$ cat src/rtl/cbtx_pkg.sv
package cbtx_pkg;
  typedef enum logic [0:0] {
    ST_IDLE = 1'b0,
    ST_SEND = 1'b1
  } cbtx_state_e;
endpackage

$ cat src/rtl/cbtx_len_clamp.sv
module cbtx_len_clamp #(
  parameter int LEN_W   = 8,
  parameter int MIN_LEN = 16,
  parameter int MAX_LEN = 128
) (
  input  logic [LEN_W-1:0] cfg_len,
  output logic [LEN_W-1:0] cell_len
);
  localparam logic [LEN_W-1:0] LO = LEN_W'(MIN_LEN);
  localparam logic [LEN_W-1:0] HI = LEN_W'(MAX_LEN);

  always_comb begin
    if (cfg_len < LO)      cell_len = LO;
    else if (cfg_len > HI) cell_len = HI;
    else                   cell_len = cfg_len;
  end
endmodule

$ cat src/rtl/cbtx_seq.sv
module cbtx_seq
  import cbtx_pkg::*;
#(
  parameter int LEN_W     = 8,
  parameter int LOOKAHEAD = 4
) (
  input  logic             clk,
  input  logic             rst,
  input  logic [LEN_W-1:0] cell_len,
  input  logic             clav,
  input  logic             cell_rdy,
  output logic             drive,
  output logic             first
);
  localparam logic [LEN_W-1:0] SAMPLE_REM = LEN_W'(LOOKAHEAD - 1);

  cbtx_state_e      state_q;
  logic [LEN_W-1:0] rem_q;
  logic             chain_q;
  logic             start_idle, cont, chain_go;

  always_comb begin
    start_idle = (state_q == ST_IDLE) && clav && cell_rdy;
    cont       = (state_q == ST_SEND) && (rem_q != '0);
    chain_go   = (state_q == ST_SEND) && (rem_q == '0) && chain_q;
    first      = start_idle || chain_go;
    drive      = first || cont;
  end

  always_ff @(posedge clk) begin
    if (rst) begin
      state_q <= ST_IDLE;
      rem_q   <= '0;
      chain_q <= 1'b0;
    end else if (first) begin
      state_q <= ST_SEND;
      rem_q   <= cell_len - LEN_W'(1);
      chain_q <= 1'b0;
    end else if (cont) begin
      rem_q <= rem_q - LEN_W'(1);
      if (rem_q == SAMPLE_REM) chain_q <= clav && cell_rdy;
    end else if (state_q == ST_SEND) begin
      state_q <= ST_IDLE;
    end
  end
endmodule

$ cat src/rtl/cbtx_out.sv
module cbtx_out #(
  parameter int DATA_W = 8
) (
  input  logic              clk,
  input  logic              rst,
  input  logic              drive,
  input  logic              first,
  input  logic [DATA_W-1:0] din,
  input  logic              par_en,
  output logic              enb_n,
  output logic              soc,
  output logic [DATA_W-1:0] data,
  output logic              par
);
  always_ff @(posedge clk) begin
    if (rst) begin
      enb_n <= 1'b1;
      soc   <= 1'b0;
      data  <= '0;
      par   <= 1'b0;
    end else begin
      enb_n <= !drive;
      soc   <= first;
      if (drive) begin
        data <= din;
        par  <= par_en ? ~^din : 1'b0;
      end
    end
  end
endmodule

$ cat src/rtl/cellbus_tx.sv
module cellbus_tx #(
  parameter int DATA_W    = 8,
  parameter int LEN_W     = 8,
  parameter int MIN_LEN   = 16,
  parameter int MAX_LEN   = 128,
  parameter int LOOKAHEAD = 4
) (
  input  logic              clk,
  input  logic              rst,
  input  logic [LEN_W-1:0]  cfg_cell_len,
  input  logic              cfg_par_en,
  input  logic              buf_cell_rdy,
  input  logic [DATA_W-1:0] buf_data,
  output logic              buf_rd,
  input  logic              tx_clav,
  output logic              tx_enb_n,
  output logic              tx_soc,
  output logic [DATA_W-1:0] tx_data,
  output logic              tx_par
);
  logic [LEN_W-1:0] cell_len;
  logic             drive, first;

  cbtx_len_clamp #(.LEN_W(LEN_W), .MIN_LEN(MIN_LEN), .MAX_LEN(MAX_LEN)) u_clamp (
    .cfg_len (cfg_cell_len),
    .cell_len(cell_len)
  );

  cbtx_seq #(.LEN_W(LEN_W), .LOOKAHEAD(LOOKAHEAD)) u_seq (
    .clk     (clk),
    .rst     (rst),
    .cell_len(cell_len),
    .clav    (tx_clav),
    .cell_rdy(buf_cell_rdy),
    .drive   (drive),
    .first   (first)
  );

  cbtx_out #(.DATA_W(DATA_W)) u_out (
    .clk   (clk),
    .rst   (rst),
    .drive (drive),
    .first (first),
    .din   (buf_data),
    .par_en(cfg_par_en),
    .enb_n (tx_enb_n),
    .soc   (tx_soc),
    .data  (tx_data),
    .par   (tx_par)
  );

  assign buf_rd = drive;
endmodule

$ cat config.mk
export PLATFORM = sky130hd
export DESIGN_NAME = cellbus_tx
export DESIGN_NICKNAME = d
export VERILOG_FILES = /design/src/rtl/cbtx_pkg.sv /design/src/rtl/cbtx_len_clamp.sv /design/src/rtl/cbtx_seq.sv /design/src/rtl/cbtx_out.sv /design/src/rtl/cellbus_tx.sv
export SDC_FILE = /design/constraint.sdc
export NUM_CORES = 1
export LEC_CHECK = 0
export CAP_MARGIN = 20
export CORE_MARGIN = 3
export CORE_UTILIZATION = 47
export DETAILED_ROUTE_END_ITERATION = 16
export HOLD_SLACK_MARGIN = 0.1
export PLACE_DENSITY = 0.82
export SYNTH_ARGS = -nofsm -noshare
export SYNTH_HDL_FRONTEND = slang
export SYNTH_SLANG_ARGS = --single-unit
$ cat constraint.sdc
create_clock -name clk -period 4 [get_ports clk]
set_input_delay 0.8 -clock clk [delete_from_list [all_inputs] [get_ports clk]]
set_output_delay 0.8 -clock clk [all_outputs]
set_load 0.01 [all_outputs]
### Yosys cells after proc, flatten, opt, wreduce, memory -nomap -nowiden

Cells that the tools add are included.

* register bits: 21
* word-level logic and storage cells: 36
* input port bits: 21
* output and inout port bits: 12

* add/subtract/negate cells: 2
* bitwise gates (word level): 1
* multiplexer cells: 7
* $lt $le $gt $ge: 2
* eq/ne operators: 2
* reductions and logical operators: 15

Operators with widths (count)
* $mux 8: 4
* $sub 8x1->8 const B: 2
* $eq 8x2->1 const B: 1
* $gt 8x8->1 const B: 1
* $logic_not 8->1: 1
* $lt 8x5->1 const B: 1
* $reduce_bool 8->1: 1
* $reduce_xnor 8->1: 1
* $logic_and 1x1->1: 6
* $mux 1: 3
* $logic_or 1x1->1: 2
* $ne 2x1->1 const B: 1
* $reduce_and 2->1: 1
* $reduce_bool 2->1: 1
* $reduce_or 2->1: 1
* $logic_not 1->1: 1
* $not 1->1: 1

### Depth between registers and ports, before layout

Gate-level depths: netlist of the first run.

* depth after elaboration: 6
* mapped depth: 12
* gate-level depth less buffers: 11

### Hierarchy

A second synthesis of the first run with hierarchy kept.

* cell total of the unflattened synthesis: 167
* area, all modules: 1388.8 µm²

By module, submodules not included
* cbtx_seq: area an instance 880.8 µm², times used 1, seq. area each 200.2 µm², cells each 116
* cbtx_out: area an instance 437.9 µm², times used 1, seq. area each 220.2 µm², cells each 41
* cbtx_len_clamp: area an instance 70.1 µm², times used 1, seq. area each 0.0 µm², cells each 10

### Worst setup path after synthesis of the first run

No wires, ideal clock.

* path type: input to register
* start: in buf_cell_rdy
* end: reg u_seq.rem_q[6]
* setup time: 0.120 ns
* stages on the path: 12
* path buffers: 2
* setup slack: 0.751 ns
* required time: 3.880 ns
* arrival time: 3.129 ns
* cell sequence: and3b_1 -> clkbuf_1 -> or2_2 -> buf_4 -> and3_1 -> a21oi_1 -> ha_1 -> o21ai_0 -> a211oi_1 -> o311ai_2 -> mux2i_1 -> a21oi_1

* cells in the longest elaborated chain, start to end: 3
* elaborated cells between the ends (all ways): 4
* classes of those cells: mux: 1; reduce/logical: 3

RTL lines
* from (decl): RTL line cellbus_tx.sv:12 `input logic buf_cell_rdy,`
* $logic_and 1x1->1 *: RTL line cbtx_seq.sv:23 `start_idle = (state_q == ST_IDLE) && clav && cell_rdy;`
* $logic_or 1x1->1 *: RTL line cbtx_seq.sv:26 `first = start_idle || chain_go;`
* $mux 8 / $reduce_bool 2->1 (equally long branches)
* to (signal assigned): RTL line cbtx_seq.sv:37 `rem_q <= cell_len - LEN_W'(1);`
* to (signal assigned): RTL line cbtx_seq.sv:40 `rem_q <= rem_q - LEN_W'(1);`
* to (decl): RTL line cbtx_seq.sv:18 `logic [LEN_W-1:0] rem_q;`

Mark *: on every way between the ends. The rest lies on a longest branch, timed or not.
A chain may end at the register's enable or synchronous reset.

### Final worst setup path of the first run

* start: in buf_cell_rdy
* end: out buf_rd

* cells in the longest elaborated chain, start to end: 3

RTL lines
* $logic_and 1x1->1: RTL line cbtx_seq.sv:23
* $logic_or 1x1->1: RTL line cbtx_seq.sv:26
* $logic_or 1x1->1: RTL line cbtx_seq.sv:27 `drive = first || cont;`
* to (decl): RTL line cellbus_tx.sv:14 `output logic buf_rd,`

No other way between the ends.

==> results of run 1 <==
kinds of logic after synthesis:
family,after synthesis,synth area share [%]
flip-flops,21,34.3
buffers and inverters,11,4.38
multiplexers,3,2.55
adder cells (fa/ha/maj),1,1.02
AO/OA/AOI/OAI,46,24.4
AND/OR/NAND/NOR,66,27.7
XOR/XNOR,8,5.71
cells in the final DEF (no fill, tap or decap), types with 2 or more instances in the layout:
cell and count:
clkdlybuf4s50_1 32, nand2_1 22, dfxtp_1 21, a21oi_1 16
nor2_1 14, o21ai_0 10, xnor2_1 8, nor3_1 7
nand3_1 4, and3_1 3, a211oi_1 3, o211ai_1 3
clkbuf_4 3, a31o_2 2, inv_1 2, a311oi_1 2
nor4_1 2, mux2i_1 2, a31oi_1 2, buf_4 2
metrics by stage:
stage	cell area [µm²]	util (%)	hold slack, ns
final	1580	67.6	0.463
after global routing	1580	67.6	0.486
after CTS	1580	67.6	0.469
after detailed placement	1560	66.5	0.448
after global placement	1560	66.5	0.437
after floorplan	1230	-	0.430
worst max-delay path, delay by kind of cell:
kind / cells / cell delay, ns
AOI/OAI and AO/OA: 1 / 0.34
buffers and inverters: 3 / 1.11
and+or+nand+nor: 2 / 0.42
worst min-delay path by stage:
stage,startpoint,endpoint,slack (ns),cells past startpoint
after CTS,u_out.data[0],u_out.data[0],0.47,2
after global routing,u_out.data[0],u_out.data[0],0.49,2
after floorplan,u_seq.rem_q[7],u_seq.rem_q[7],0.43,2
after global placement,u_out.data[5],u_out.data[5],0.44,2
final,u_out.data[0],u_out.data[0],0.46,2
after detailed placement,u_out.data[0],u_out.data[0],0.45,2
state kept, by name, summed over array words and instances, names as in the netlist:
name and flops:
u_out.par 1, u_out.data 8, u_seq.rem_q 8, u_seq.chain_q 1, u_out.soc 1, u_out.enb_n 1
u_seq.state_q 1
layer usage:
metal | GRT usage (%) | wire length, µm
met2 | 32.0 | 1480
met1 | 24.6 | 1350
met4 | 9.60 | 102
met3 | 5.43 | 255
met5 | 0 | 0
report_power, final:
group / switching (µW) / internal, µW / total (µW)
registers: 64.5 / 263 / 328
logic: 254 / 243 / 497
clock network: 65.8 / 37.4 / 103
cell type report:
type	instances	area (µm²)	share of cell area (%)
clock buffers	3	22.5	1.42
clock inverters	1	5.00	0.316
inverters	3	11.3	0.711
multi-input cells	124	753	47.6
flip-flops and latches	21	420	26.6
well taps	28	35.0	2.21
repair buffers	34	335	21.2
cell usage after synthesis, types with 2 or more instances:
master / number / share of area, %
and3_1: 3 / 1.5
a211oi_1: 3 / 1.8
clkbuf_1: 2 / 0.61
a311oi_1: 2 / 1.4
o211ai_1: 3 / 1.8
a31oi_1: 2 / 1.0
inv_1: 2 / 0.61
o21ai_0: 10 / 4.1
a31o_2: 2 / 1.4
xnor2_1: 8 / 5.7
nor3_1: 7 / 2.9
nand2_1: 22 / 6.7
buf_2: 4 / 1.6
buf_4: 2 / 1.2
nor2_1: 14 / 4.3
nor4_1: 2 / 1.0
nand3_1: 4 / 1.6
dfxtp_1: 21 / 34
a21oi_1: 16 / 6.5
mux2i_1: 2 / 1.6
==> results.md, run 1 <==
- Crit path DAT: 2.68 ns
- Worst Setup EP: buf_rd
- Critical Path RT: 3.20 ns
- Layout cell share with drive strength beyond 1: 8.60%
- FF-to-FF End: u_seq.rem_q[6]
- Clk slew on worst S/H paths: 0.12 ns
- Worst setup path startpoint: buf_cell_rdy
- Ports: 33
- CTS root buf: clkbuf_4
- Sequential area share after synthesis: 34.3%
- Total Neg Setup Slack: 0 ns
- Antenna violations before repair: 0
- Antenna viol nets, final: 0
- Unrepaired setup endpoints after global routing: no
- Slew margin rel.: 49.5%
- Crit path max-delay cell type: clkdlybuf4s50_1
- First-pass GRT wire length: 5170 µm
- Reg-to-reg startpoint: u_seq.rem_q[2]
- Final WS setup: 0.515 ns
- Initial core utilization: 52.5%
- Synth Cell Area: 1230 µm²
- Max Slew Vio Count: 0
- Placed Cells: 210
- Die W: 57.1 µm
- Fmax: 0.287 GHz
- Avg Cell Area, Syn: 7.87 µm²
- CP Cell Sequence: clkdlybuf4s50_1 > and3b_1 > nor2_1 > a31o_2 > clkinv_1 > clkdlybuf4s50_1
- Die Ht: 57.1 µm
- Post-Synthesis Cells: 156
- Clock Path Buffers: 2
- Site Rows: 17
- R2R depth: 12
- Setup CP Type: in2out
- Grt total ovfl: 0
- Largest net degree at the start of global routing: 21
- Area delta synth->final: 29.0%
- Post-synthesis net count: 178
- Total chip power: 928 µW
- Pre-CTS setup slack: 0.495 ns
- FILL cells: 192
- Routed vias: 1292
- DR vias/cell: 6.04
- Tmin final: 3.48 ns
- Routed wire length: 3180 µm
- Status: completed
- Worst-skew pair later-pin latency: 0.31 ns
- Final setup violation count: 0
- Unique masters post-synth: 45
- CTS tree: built
- Vias in the first global route: 1160
- Synth warn: 0
- Count of maximum capacitance violations: 0
- Cts hold-fix bufs: 0
- CORE AREA: 2340 µm²
- Worst Hold Class: reg2reg
- FF+latch count, synth: 21
- Clock sinks: 21
- Drt first-iter violations: 51
- Leak: 0.000545 µW
- R2R setup slack: 0.77 ns
- Final period util: 87.1%
- Most Frequent Cell on Critical Path: clkdlybuf4s50_1
- CTS resizes: 0
- Slowest stage delay, CP: 0.53 ns
- Detailed Routing Iterations Pass 1: 4
- Wire length per cell: 14.9 µm
- CTS HTree Levels: 1
- CTS buffer count: 3
- Startpoint Class: input port
- Asr flop ratio synth: 0%
- Post-Layout Cell Count: 214
- Die Area: 3260 µm²
- Post-layout nets: 209
- Post-CTS Setup Inserts: 0
- Main synth FF type: dfxtp_1
- CP Capture Type: output port
- Worst-Margin Slew: 0.755 ns
- Final Hold Fails: 0
- Clk_skew: 0.00229 ns
- Diode count: 0
- Gp weighted congestion: 0.875
- VDD IR max: 0.393 mV
- GRT Util Overall: 19.9%
- Post-DP HPWL: 2360 µm
- Power per cell area: 586 nW/µm²
- Drt drc: 0
- Number of flops mapped to enable cells by yosys: 0
- PortBufs: 32
- CP max FO: 15
Power figures use the tool's default switching activity.
==> run 2: changes to the inputs <==
--- a/config.mk
+++ b/config.mk
@@ -7,10 +7,10 @@
 export LEC_CHECK = 0
 export CAP_MARGIN = 20
 export CORE_MARGIN = 3
-export CORE_UTILIZATION = 47
+export CORE_UTILIZATION = 35
 export DETAILED_ROUTE_END_ITERATION = 16
 export HOLD_SLACK_MARGIN = 0.1
-export PLACE_DENSITY = 0.82
+export PLACE_DENSITY = 0.65
 export SYNTH_ARGS = -nofsm -noshare
 export SYNTH_HDL_FRONTEND = slang
 export SYNTH_SLANG_ARGS = --single-unit
==> results.md, run 2 (synthesis results as in run 1) <==
- First-pass GRT wire length: 5440 µm
- GRT Util Overall: 15.5%
- CORE AREA: 3200 µm²
- Largest net degree at the start of global routing: 21
- Busiest grt layer: met2
- Status: completed
- Initial core utilization: 38.3%
- Die Ht: 65.2 µm
- PortBufs: 32
- DR vias/cell: 5.49
- Fmax: 0.289 GHz
- Setup CP Type: in2out
- Slew margin rel.: 48.2%
- CP Cell Sequence: clkdlybuf4s50_1 > and3b_1 > nor2_1 > a31o_2 > clkinv_1 > clkdlybuf4s50_1
- Die W: 65.2 µm
- Post-CTS Setup Inserts: 0
- Crit path max-delay cell type: clkdlybuf4s50_1
- Switching share of power: 41.5%
- CTS resizes: 0
- CTS HTree Levels: 1
- Worst-Margin Slew: 0.774 ns
- Die Area: 4250 µm²
- Antenna viol nets, final: 0
- Ports: 33
- Wire length per cell: 14.0 µm
- Layout cell share with drive strength beyond 1: 8.60%
- CP max FO: 15
- Worst-skew pair later-pin latency: 0.31 ns
- Diode count: 0
- VDD IR max: 0.195 mV
- FILL cells: 334
- Most frequent cells in the layout: clkdlybuf4s50_1 (32), nand2_1 (22), dfxtp_1 (21)
- Slowest stage delay, CP: 0.54 ns
- Clock share of power: 11.2%
- Int Power: 544 µW
- Unrepaired setup endpoints after global routing: no
- Routed vias: 1262
- CTS tree: built
- Antenna violations before repair: 0
- Max Slew Vio Count: 0
- Count of maximum capacitance violations: 0
- Net switching power: 385 µW
- Drt drc: 0
- Gp weighted congestion: 0.850
- Total Neg Setup Slack: 0 ns
- Startpoint Class: input port
- CTS root buf: clkbuf_4
- Site Rows: 20
- Vias in the first global route: 1200
- Grt total ovfl: 0
- Final period util: 86.5%
- Clock sinks: 21
- Tmin final: 3.46 ns
- Crit path DAT: 2.66 ns
- Area delta synth->final: 30.6%
- Logic pwr share: 53.6%
- Met1 Track Usage GR: 21.7%
- Total chip power: 929 µW
- Critical Path RT: 3.20 ns
- Power share of the sequential group: 35.1%
- Detailed Routing Iterations Pass 1: 4
- Commonest non-fill, non-tap cell in the layout: clkdlybuf4s50_1
- Power per cell area: 580 nW/µm²
- M3 GR Usage: 2.74%
- CTS buffer count: 3
- Most Frequent Cell on Critical Path: clkdlybuf4s50_1
- Leak: 0.000545 µW
- Clk_skew: 0.00465 ns
- Crit-path leading delay family: buffers and inverters
- Cts hold-fix bufs: 0
- Clock Path Buffers: 2
- Final setup violation count: 0
- Post-DP HPWL: 2370 µm
- Post-layout nets: 209
- CP Capture Type: output port
- GR Util met2: 24.9%
- Post-layout util: 50.0%
- Clk slew on worst S/H paths: 0.12 ns
- Routed wire length: 3210 µm
- Worst Hold Class: reg2reg
- Final Hold Fails: 0
- Regs by FF count: u_out.data: 8 flops, u_seq.rem_q: 8 flops
- Drt first-iter violations: 81
- Buf/Inv on CP: 3
-- run 2: cell counts in the layout (fill, tap and decap cells not counted) --
No cell type changed its count.
-- run 2: metrics by stage --
step	area, µm²	instances	hold WS (ns)	setup WS, ns
after floorplan	1230	156	0.430	0.751
after global placement	1580	226	0.442	0.575
after detailed placement	1580	226	0.447	0.510
after CTS	1600	230	0.465	0.549
after global routing	1600	230	0.488	0.466
final	1600	230	0.461	0.541
-- run 2: cell type report --
| type | instances | area (µm²) | share of cell area (%) |
|---|---|---|---|
| clock buffer | 3 | 22.5 | 1.41 |
| timing repair buffer | 34 | 335 | 20.9 |
| tap | 44 | 55.1 | 3.43 |
| inverter | 3 | 11.3 | 0.703 |
| clock inverter | 1 | 5.00 | 0.312 |
| sequential | 21 | 420 | 26.2 |
| multi-input combinational | 124 | 753 | 47.0 |
-- run 2: per-layer routing --
metal,up-vias,routed length (µm)
met5,-,0
met4,0,19
met3,4,265
met2,56,1460
met1,575,1470
li1,627,-
-- run 2: path summary, 6_finish.rpt --
kind,from,endpoint,slack (ns),cells past startpoint
worst max-delay path,buf_cell_rdy,buf_rd,0.54,6
worst min register to register,u_out.par,u_out.par,0.46,2
worst min-delay path,u_out.par,u_out.par,0.46,2
worst max register to register,u_seq.rem_q[2],u_seq.rem_q[6],0.82,12
-- run 2: tightest hold or removal path, stage by stage (launching register included) --
cell and delay [ns]:
dfxtp_1 0.33, nand2_1 0.05, a21oi_1 0.05
-- run 2: power groups by stage --
stage                     registers (µW)  clock network (µW)  logic (µW)
final                                326                 104         498
after global routing                 338                 116         546
after CTS                            326                 110         495
after detailed placement             331                   0         493
after global placement               328                   0         482
after floorplan                      312                   0         350
==> run 3: changes to the inputs <==
--- a/config.mk
+++ b/config.mk
@@ -8,6 +8,7 @@
 export CAP_MARGIN = 20
 export CORE_MARGIN = 3
 export CORE_UTILIZATION = 35
+export CTS_CLUSTER_DIAMETER = 100
 export DETAILED_ROUTE_END_ITERATION = 16
 export HOLD_SLACK_MARGIN = 0.1
 export PLACE_DENSITY = 0.65
==> results of run 3 <==
Same layout as run 2: the final DEF is identical, and so are final timing and power.
